### config.mk
export PLATFORM = sky130hd
export DESIGN_NAME = memmap_decoder
export DESIGN_NICKNAME = d
export VERILOG_FILES = /design/src/rtl/memmap_pkg.sv /design/src/rtl/mmd_region_decode.sv /design/src/rtl/mmd_lock_fsm.sv /design/src/rtl/mmd_viol_fsm.sv /design/src/rtl/memmap_decoder.sv
export SDC_FILE = /design/constraint.sdc
export NUM_CORES = 1
export LEC_CHECK = 0
export BUFFER_PORTS_ARGS = -buffer_cell sky130_fd_sc_hd__buf_2
export CAP_MARGIN = 20
export CORE_AREA = 2 2 39 41
export CTS_CLUSTER_DIAMETER = 60
export DETAILED_ROUTE_END_ITERATION = 8
export DIE_AREA = 0 0 41 43
export PLACE_DENSITY = 0.61
export SYNTH_ARGS = -nofsm -noshare
export SYNTH_HDL_FRONTEND = slang
export SYNTH_SLANG_ARGS = --single-unit
### constraint.sdc
create_clock -name clk -period 1.75 [get_ports clk]
set_clock_uncertainty 0.15 [all_clocks]
set_input_delay 0.525 -clock clk [delete_from_list [all_inputs] [get_ports clk]]
set_output_delay 0.525 -clock clk [all_outputs]
set_load 0.01 [all_outputs]
### src/rtl/memmap_pkg.sv
package memmap_pkg;

    typedef enum logic [0:0] {
        LK_OPEN   = 1'b0,
        LK_LOCKED = 1'b1
    } lock_state_e;

    typedef enum logic [1:0] {
        VI_IDLE = 2'd0,
        VI_FLAG = 2'd1,
        VI_HOLD = 2'd2
    } viol_state_e;

    typedef struct packed {
        logic lo;    // lower memory owns the address
        logic hi;    // upper memory owns the address
        logic boot;  // address lies in the top boot page
    } region_t;

endpackage

### src/rtl/mmd_region_decode.sv
module mmd_region_decode
    import memmap_pkg::*;
#(
    parameter int               ADDR_W    = 16,
    parameter int               NSLOT     = 8,
    parameter logic [NSLOT-1:0] SLOT_MASK = 8'h01,
    parameter int               WIN_W     = 2,
    parameter int               BOOT_W    = 4
) (
    input  logic [ADDR_W-1:0] addr,
    output region_t           region,
    output logic [NSLOT-1:0]  slot_hit
);
    localparam int SEL_W   = $clog2(NSLOT);
    localparam int ODD_BIT = ADDR_W - SEL_W - 1;

    logic [NSLOT-1:0] page_io;
    logic             hole;

    // one comparator per slot; the mask removes unfitted slots
    for (genvar k = 0; k < NSLOT; k++) begin : g_slot
        assign page_io[k]  = SLOT_MASK[k]
                           && (addr[ADDR_W-1 -: SEL_W] == SEL_W'(k))
                           && addr[ODD_BIT];
        assign slot_hit[k] = page_io[k] && (addr[ODD_BIT-1 -: WIN_W] == '0);
    end

    assign hole        = |page_io;
    assign region.lo   = !addr[ADDR_W-1] && !hole;
    assign region.hi   =  addr[ADDR_W-1] && !hole;
    assign region.boot = &addr[ADDR_W-1 -: BOOT_W];

endmodule

### src/rtl/mmd_lock_fsm.sv
module mmd_lock_fsm
    import memmap_pkg::*;
(
    input  logic clk,
    input  logic rst_n,
    input  logic wr_en,
    input  logic wr_bit,
    output logic locked
);
    lock_state_e st, st_nx;

    always_ff @(posedge clk or negedge rst_n) begin
        if (!rst_n) st <= LK_OPEN;
        else        st <= st_nx;
    end

    always_comb begin
        st_nx = st;
        unique case (st)
            LK_OPEN:   if (wr_en &&  wr_bit) st_nx = LK_LOCKED;  // arm
            LK_LOCKED: if (wr_en && !wr_bit) st_nx = LK_OPEN;    // release
            default:                         st_nx = LK_OPEN;
        endcase
    end

    assign locked = (st == LK_LOCKED);

    // a write of 1 is visible on the next cycle
    a_r7_arm: assert property (@(posedge clk) disable iff (!rst_n)
        (wr_en && wr_bit) |=> locked);
    // a write of 0 releases on the next cycle
    a_r7_release: assert property (@(posedge clk) disable iff (!rst_n)
        (wr_en && !wr_bit) |=> !locked);
    // without a strobe the bit holds
    a_r7_hold: assert property (@(posedge clk) disable iff (!rst_n)
        !wr_en |=> $stable(locked));

endmodule

### src/rtl/mmd_viol_fsm.sv
module mmd_viol_fsm
    import memmap_pkg::*;
(
    input  logic clk,
    input  logic rst_n,
    input  logic blocked,
    output logic pulse
);
    viol_state_e st, st_nx;

    always_ff @(posedge clk or negedge rst_n) begin
        if (!rst_n) st <= VI_IDLE;
        else        st <= st_nx;
    end

    always_comb begin
        st_nx = st;
        unique case (st)
            VI_IDLE: if (blocked) st_nx = VI_FLAG;                 // detect
            VI_FLAG: st_nx = blocked ? VI_HOLD : VI_IDLE;          // persist / clear
            VI_HOLD: if (!blocked) st_nx = VI_IDLE;                // clear
            default: st_nx = VI_IDLE;
        endcase
    end

    assign pulse = (st == VI_FLAG);

    // never two pulse cycles in a row
    a_r10_single_pulse: assert property (@(posedge clk) disable iff (!rst_n)
        pulse |=> !pulse);
    // a pulse is always caused by a blocked edge
    a_r10_cause: assert property (@(posedge clk) disable iff (!rst_n)
        pulse |-> $past(blocked));

endmodule

### src/rtl/memmap_decoder.sv
module memmap_decoder
    import memmap_pkg::*;
#(
    parameter int               ADDR_W    = 16,
    parameter int               NSLOT     = 8,
    parameter logic [NSLOT-1:0] SLOT_MASK = 8'h01,
    parameter int               WIN_W     = 2,
    parameter int               BOOT_W    = 4
) (
    input  logic              clk,
    input  logic              rst_n,
    input  logic [ADDR_W-1:0] addr,
    input  logic              rd_wn,
    input  logic              cyc_valid,
    input  logic              boot_strap,
    input  logic              upper_strap,
    input  logic              ctl_we,
    input  logic              ctl_wdata,
    output logic              lo_cs_n,
    output logic              hi_cs_n,
    output logic [NSLOT-1:0]  per_cs_n,
    output logic              mem_we_n,
    output logic              prot_viol
);
    region_t          region;
    logic [NSLOT-1:0] slot_hit;
    logic             sw_lock;
    logic             wr_cyc;
    logic             prot_hit;
    logic             blocked;

    mmd_region_decode #(
        .ADDR_W(ADDR_W), .NSLOT(NSLOT), .SLOT_MASK(SLOT_MASK),
        .WIN_W(WIN_W), .BOOT_W(BOOT_W)
    ) u_decode (
        .addr(addr), .region(region), .slot_hit(slot_hit)
    );

    mmd_lock_fsm u_lock (
        .clk(clk), .rst_n(rst_n), .wr_en(ctl_we), .wr_bit(ctl_wdata),
        .locked(sw_lock)
    );

    assign wr_cyc   = cyc_valid && !rd_wn;
    assign prot_hit = region.hi && ((boot_strap && region.boot) || upper_strap || sw_lock);
    assign blocked  = wr_cyc && prot_hit;

    mmd_viol_fsm u_viol (
        .clk(clk), .rst_n(rst_n), .blocked(blocked), .pulse(prot_viol)
    );

    always_comb begin
        lo_cs_n  = !(cyc_valid && region.lo);
        hi_cs_n  = !(cyc_valid && region.hi && !blocked);
        per_cs_n = ~({NSLOT{cyc_valid}} & slot_hit);
        mem_we_n = !(wr_cyc && !blocked && (region.lo || region.hi || |slot_hit));
    end

    // an invalid cycle leaves every strobe idle
    a_r8_idle_quiet: assert property (@(posedge clk) disable iff (!rst_n)
        !cyc_valid |-> (lo_cs_n && hi_cs_n && (&per_cs_n) && mem_we_n));
    // the two memories are never selected together
    a_r2_exclusive: assert property (@(posedge clk) disable iff (!rst_n)
        !(!lo_cs_n && !hi_cs_n));
    // at most one peripheral slot at a time
    a_r3_one_slot: assert property (@(posedge clk) disable iff (!rst_n)
        $onehot0(~per_cs_n));
    // a peripheral select excludes both memories
    a_r4_hole: assert property (@(posedge clk) disable iff (!rst_n)
        (~per_cs_n != '0) |-> (lo_cs_n && hi_cs_n));
    // boot page writes never strobe with the strap set
    a_r5_boot_guard: assert property (@(posedge clk) disable iff (!rst_n)
        (boot_strap && !rd_wn && (&addr[ADDR_W-1 -: BOOT_W])) |-> (mem_we_n && hi_cs_n));
    // upper writes never reach the upper memory with the strap set
    a_r6_upper_guard: assert property (@(posedge clk) disable iff (!rst_n)
        (upper_strap && !rd_wn) |-> hi_cs_n);
    // the write strobe needs a selected device
    a_r9_we_has_target: assert property (@(posedge clk) disable iff (!rst_n)
        !mem_we_n |-> (!lo_cs_n || !hi_cs_n || (~per_cs_n != '0)));

endmodule

; ---- Word-level counts from Yosys, hierarchy flattened
; Index checks and enable logic that the tools add are counted.
[word_totals]
output_inout_bits = 12
regBits = 3
in_bits = 24
[classes]
n_mux = 7
bitwise = 3
eq_ne = 4
reduce_logical = 32
[op_table]
columns = op, count
row1 = $logic_and 1x1->1, 15
row2 = $and 8x1->8, 1
row3 = $logic_not 1->1, 8
row4 = $not 8->8, 1
row5 = $mux 2, 3
row6 = $pmux 2 s3, 1
row7 = $logic_not 2->1, 2
row8 = $logic_or 1x1->1, 4
row9 = $reduce_and 4->1, 1
row10 = $logic_not 3->1, 1
row11 = $eq 2x1->1 const B, 1
row12 = $eq 2x2->1 const B, 1
row13 = $mux 1, 2
row14 = $ne 2x1->1 const B, 1
row15 = $ne 2x2->1 const B, 1
row16 = $pmux 1 s2, 1
row17 = $reduce_and 2->1, 1
row18 = $not 1->1, 1

; ---- Depth between registers and ports, before layout
[logic_depth]
ltp_word = 10
depth_mapped = 3

; ---- Hierarchy
; From an unflattened synthesis, not the netlist that was laid out.
[unflattened]
cells_unflattened = 41
hier_area_um2 = 324.1
[modules_own_cells]
columns = module, area_each_um2, seq_area_each_um2, n_inst, cells_each
row1 = memmap_decoder, 108.9, 0.0, 1, 19
row2 = mmd_region_decode, 90.1, 0.0, 1, 14
row3 = mmd_viol_fsm, 85.1, 50.0, 1, 6
row4 = mmd_lock_fsm, 40.0, 25.0, 1, 2

; ---- Worst setup path after synthesis
; Ideal clock, no wire load.
[synth_path]
kind = input to output
from = input port addr[12]
to = output port lo_cs_n
t_arrival_ns = 1.066
path_stages = 2
setup_slack_ns = 0.009
path_cell_list = nor4b_2 -> or3b_1
[synth_between]
elab_chain_len = 5
[synth_rtl]
columns = element, line
row1 = start: declaration, memmap_decoder.sv:12  ; input logic [ADDR_W-1:0] addr,
row2 = $logic_and 1x1->1, mmd_region_decode.sv:24  ; && addr[ODD_BIT];
row3 = $logic_not 1->1, mmd_region_decode.sv:29  ; assign region.lo = !addr[ADDR_W-1] && !hole;
row4 = $logic_and 1x1->1, mmd_region_decode.sv:29
row5 = $logic_and 1x1->1, memmap_decoder.sv:53  ; lo_cs_n = !(cyc_valid && region.lo);
row6 = $logic_not 1->1, memmap_decoder.sv:53
row7 = end: declaration, memmap_decoder.sv:19  ; output logic lo_cs_n,
; No other way between the ends.

; ---- Worst setup path after layout
[layout_path]
from = input port addr[14]
to = output port mem_we_n
[layout_between]
elab_chain_len = 10
elab_cells_between_ends = 18
cone_classes = 18 x reduce/logical
[layout_rtl]
columns = element, line
row1 = $reduce_and 4->1 / $logic_not 3->1 (equally long branches), "mmd_region_decode.sv:31, mmd_region_decode.sv:23"
row2 = "$logic_and 1x1->1, on equally long branches", "memmap_decoder.sv:45, mmd_region_decode.sv:24"
row3 = $logic_or 1x1->1 / $logic_not 1->1 (equally long branches), "memmap_decoder.sv:45, mmd_region_decode.sv:29, mmd_region_decode.sv:30"
row4 = $logic_or 1x1->1 / $logic_and 1x1->1 (equally long branches), "memmap_decoder.sv:45, mmd_region_decode.sv:30"
row5 = $logic_and 1x1->1, memmap_decoder.sv:45  ; assign prot_hit = region.hi && ((boot_strap && region.boot) || upper_strap || sw_lock);
row6 = $logic_and 1x1->1, memmap_decoder.sv:46  ; assign blocked = wr_cyc && prot_hit;
row7 = $logic_not 1->1, --
row8 = $logic_and 1x1->1, memmap_decoder.sv:56  ; mem_we_n = !(wr_cyc && !blocked && (region.lo || region.hi || |slot_hit));
row9 = $logic_and 1x1->1 *, memmap_decoder.sv:56
row10 = $logic_not 1->1 *, memmap_decoder.sv:56
row11 = end: declaration, memmap_decoder.sv:22  ; output logic mem_we_n,
; Every way passes the cells marked *; elsewhere a longest branch is shown, timed or not.

==> results.md <==
STA
- **Final min period** 1.95 ns
- **post-route worst setup slack** -0.202 ns
- **upper clock frequency limit** 512 MHz
- **RSZ-0062 raised after global routing** true
- **max-slew violation count** 0
- **Hold Fails Final Rpt** 0
- **final number of setup-violating endpoints** 4
- **final worst path period share** 112%

Critical path
- **Worst R2R Path Depth** 3
- **data arrival time at the worst-slack endpoint** 1.28 ns
- **Setup CP Type** in2out
- **required arrival time at the worst endpoint** 1.07 ns
- **Max FO, Critical Path** 3
- **endpoint class of the critical path** output port
- **Crit Reg-Reg Endpoint** u_viol.st[0]
- **register-to-register path setup slack** 0.67 ns
- **kind of start point of the critical path** input port

Power
- **maximum VDD drop** 162 µV
- **Power Total** 0.000268 W
- **power per cell area** 604 nW/µm²
- **Pleak** 0.215 nW

Synthesis
- **synthesized cell area** 272 µm²
- **average size of a mapped cell** 9.70 µm²
- **Seq/Total Area, Yosys** 27.6%
- **most frequently used flop master after synthesis** sky130_fd_sc_hd__dfrtp_1
- **post-synthesis register bit count** 3
- **Async SR Flop Fraction** 100%
- **leading cell type by number of instances after synthesis** sky130_fd_sc_hd__buf_4
- **number of different library cells in the post-synthesis netlist** 19
- **largest cells by area after synthesis** sky130_fd_sc_hd__dfrtp_1 (28%), sky130_fd_sc_hd__buf_4 (19%), sky130_fd_sc_hd__nor3_4 (6.0%)
- **Syn Inst Count** 28
- **area share of the largest cell type after synthesis** 27.6%
- **most used standard cells in the synthesized netlist** sky130_fd_sc_hd__buf_4 (7), sky130_fd_sc_hd__dfrtp_1 (3), sky130_fd_sc_hd__nor2b_1 (2)
- **largest area contributor in the synthesized netlist** sky130_fd_sc_hd__dfrtp_1
- **Ys Warns** 0
- **number of enable-type register cells in the synthesized netlist** 0

Placement
- **cell area reported after detailed placement** 374 µm²
- **port bufs** 18
- **pre-CTS WS** -0.278 ns
- **final weighted congestion in routability-driven placement** 0.695
- **number of placed instances with taps included** 64
- **dpl hpwl** 509 µm

Die
- **number of top-level design ports** 36
- **floorplan die area** 1760 µm²
- **starting utilization of the core area** 19.6%
- **Core Region** 1380 µm²
- **number of rows created at floorplan** 14
- **width of the die** 41 µm
- **Die Y** 43 µm

Clock tree
- **number of CTS-inserted buffers** 3
- **number of setup buffers added after CTS** 0
- **CTS root buffer** sky130_fd_sc_hd__clkbuf_4
- **total clock sinks** 3
- **clock network latency to the later pin of the worst-skew pair** 0.24 ns
- **Reg clk slew, reported paths** 0.03 ns
- **CTS H-Tree Depth** 1
- **clock tree from TritonCTS** done
- **buffers from clock root to sink, at most** 2

Global routing
- **first-pass GRT wire length** 938 µm
- **maximum number of pins on one net before global-route repair** 5
- **via count of the first global-routing pass** 240
- **Tot GR Track Use** 8.63%
- **total overflow reported by the global router** 0
- **number of antenna violations at the first check in global routing** 0

Cells and area
- **area occupied by multi-input gates** 171 µm²
- **area growth from synthesis to layout** 63.6%
- **non-filler instance count after layout** 69
- **fin nets** 78
- **antenna diode count** 0
- **filler cell count** 150
- **final standard cell area without fillers** 444 µm²
- **share of cells above drive strength 1** 54.7%
- **area taken by flip-flops and latches** 75.1 µm²
- **core occupancy in the finished layout** 32.1%

Drt
- **met2 WL post-DR** 332 µm
- **iteration count of the initial detailed-routing pass** 4
- **remaining antenna violation count** 0
- **count of routing violations after the opening detailed-route iteration** 3
- **wire length on met3** 46 µm
- **routed vias** 266
- **routed metal-1 wire length** 247 µm
- **Post-route DRC** 0
- **routed via count divided by cell count** 3.86
- **top metal layer carrying routed signals** met4
- **DR WL/cell** 9.32 µm
- **detailed-route wire length** 643 µm

Hold path
- **Worst Hold Path EP** u_viol.st[0]
- **worst hold path cell count** 1
- **type of the tightest min-delay check** reg2reg
- **start point of the worst hold path** u_viol.st[0]

Outcome
- **violations in the final reports** setup timing
- **result of the run** finished, violations left

Flow run
- **max-cap check violation count** 0

==> critical path, stage by stage <==
cell	delay (ns)
sky130_fd_sc_hd__buf_6	0.10
sky130_fd_sc_hd__nor4b_4	0.31
sky130_fd_sc_hd__o21ai_1	0.12
sky130_fd_sc_hd__o211ai_2	0.07
sky130_fd_sc_hd__buf_2	0.15
==> stage by stage <==
stage	setup TNS [ns]	hold WS, ns
after floorplan	0	0.0794
after global placement	-0.852	0.172
after detailed placement	-0.886	0.175
after CTS	-0.689	0.333
after global routing	-0.824	0.347
final	-0.685	0.336
==> timing repair <==
action,in CTS,in global routing
hold buffers,1,0
resized for setup,6,0
endpoints found under the hold margin,3,0
endpoints found under the setup margin,4,4
pin swaps,3,0
==> worst max-delay path by stage <==
| stage | startpoint | endpoint | slack (ns) | depth (start not counted) |
|---|---|---|---|---|
| 2_1_floorplan | addr[12] | lo_cs_n | 0.009 | 2 |
| 3_5_place_dp | addr[15] | mem_we_n | -0.28 | 5 |
| 6_report | addr[14] | mem_we_n | -0.20 | 5 |
| 4_1_cts | addr[14] | mem_we_n | -0.20 | 5 |
| 5_1_grt | addr[14] | mem_we_n | -0.24 | 5 |
| 3_3_place_gp | addr[15] | mem_we_n | -0.28 | 5 |
==> cell type report <==
class                   instances  share of cell area, %
flip-flops and latches          3                   16.9
well taps                      16                   4.51
inverters                       1                  0.845
clock buffers                   4                   5.92
repair buffers                 22                   33.2
multi-input cells              23                   38.6
==> report_power, final <==
| group | internal (W) | total, W | switching, W |
|---|---|---|---|
| combinational | 0.0000372 | 0.0000687 | 0.0000315 |
| sequential | 0.0000732 | 0.0000768 | 0.00000362 |
| clock | 0.0000855 | 0.000123 | 0.0000373 |
==> cell families after synthesis <==
kind of cell           after synthesis  share of synthesized area (%)
AO/OA/AOI/OAI                        3                           9.22
AND/OR/NAND/NOR                     11                           33.6
other                                1                           1.38
XOR/XNOR                             1                           3.23
multiplexers                         1                           4.15
buffers and inverters                8                           20.7
flip-flops                           3                           27.6
==> metal layers <==
| metal | track usage (%) | vias to the layer above |
|---|---|---|
| li1 | - | 135 |
| met1 | 10.3 | 116 |
| met2 | 10.3 | 13 |
| met3 | 0 | 2 |
| met4 | 14.0 | 0 |
| met5 | 0 | - |
==> placed cells by master (no fill, tap or decap), drive strengths merged, types with 2 or more instances in the layout <==
cell type,synthesis,layout
clkbuf,0,4
buf,7,21
nor2b,2,2
conb,1,7
o211ai,2,2
dfrtp,3,3
nor3,2,2
Note: power is estimated with default switching activity, not from simulation.
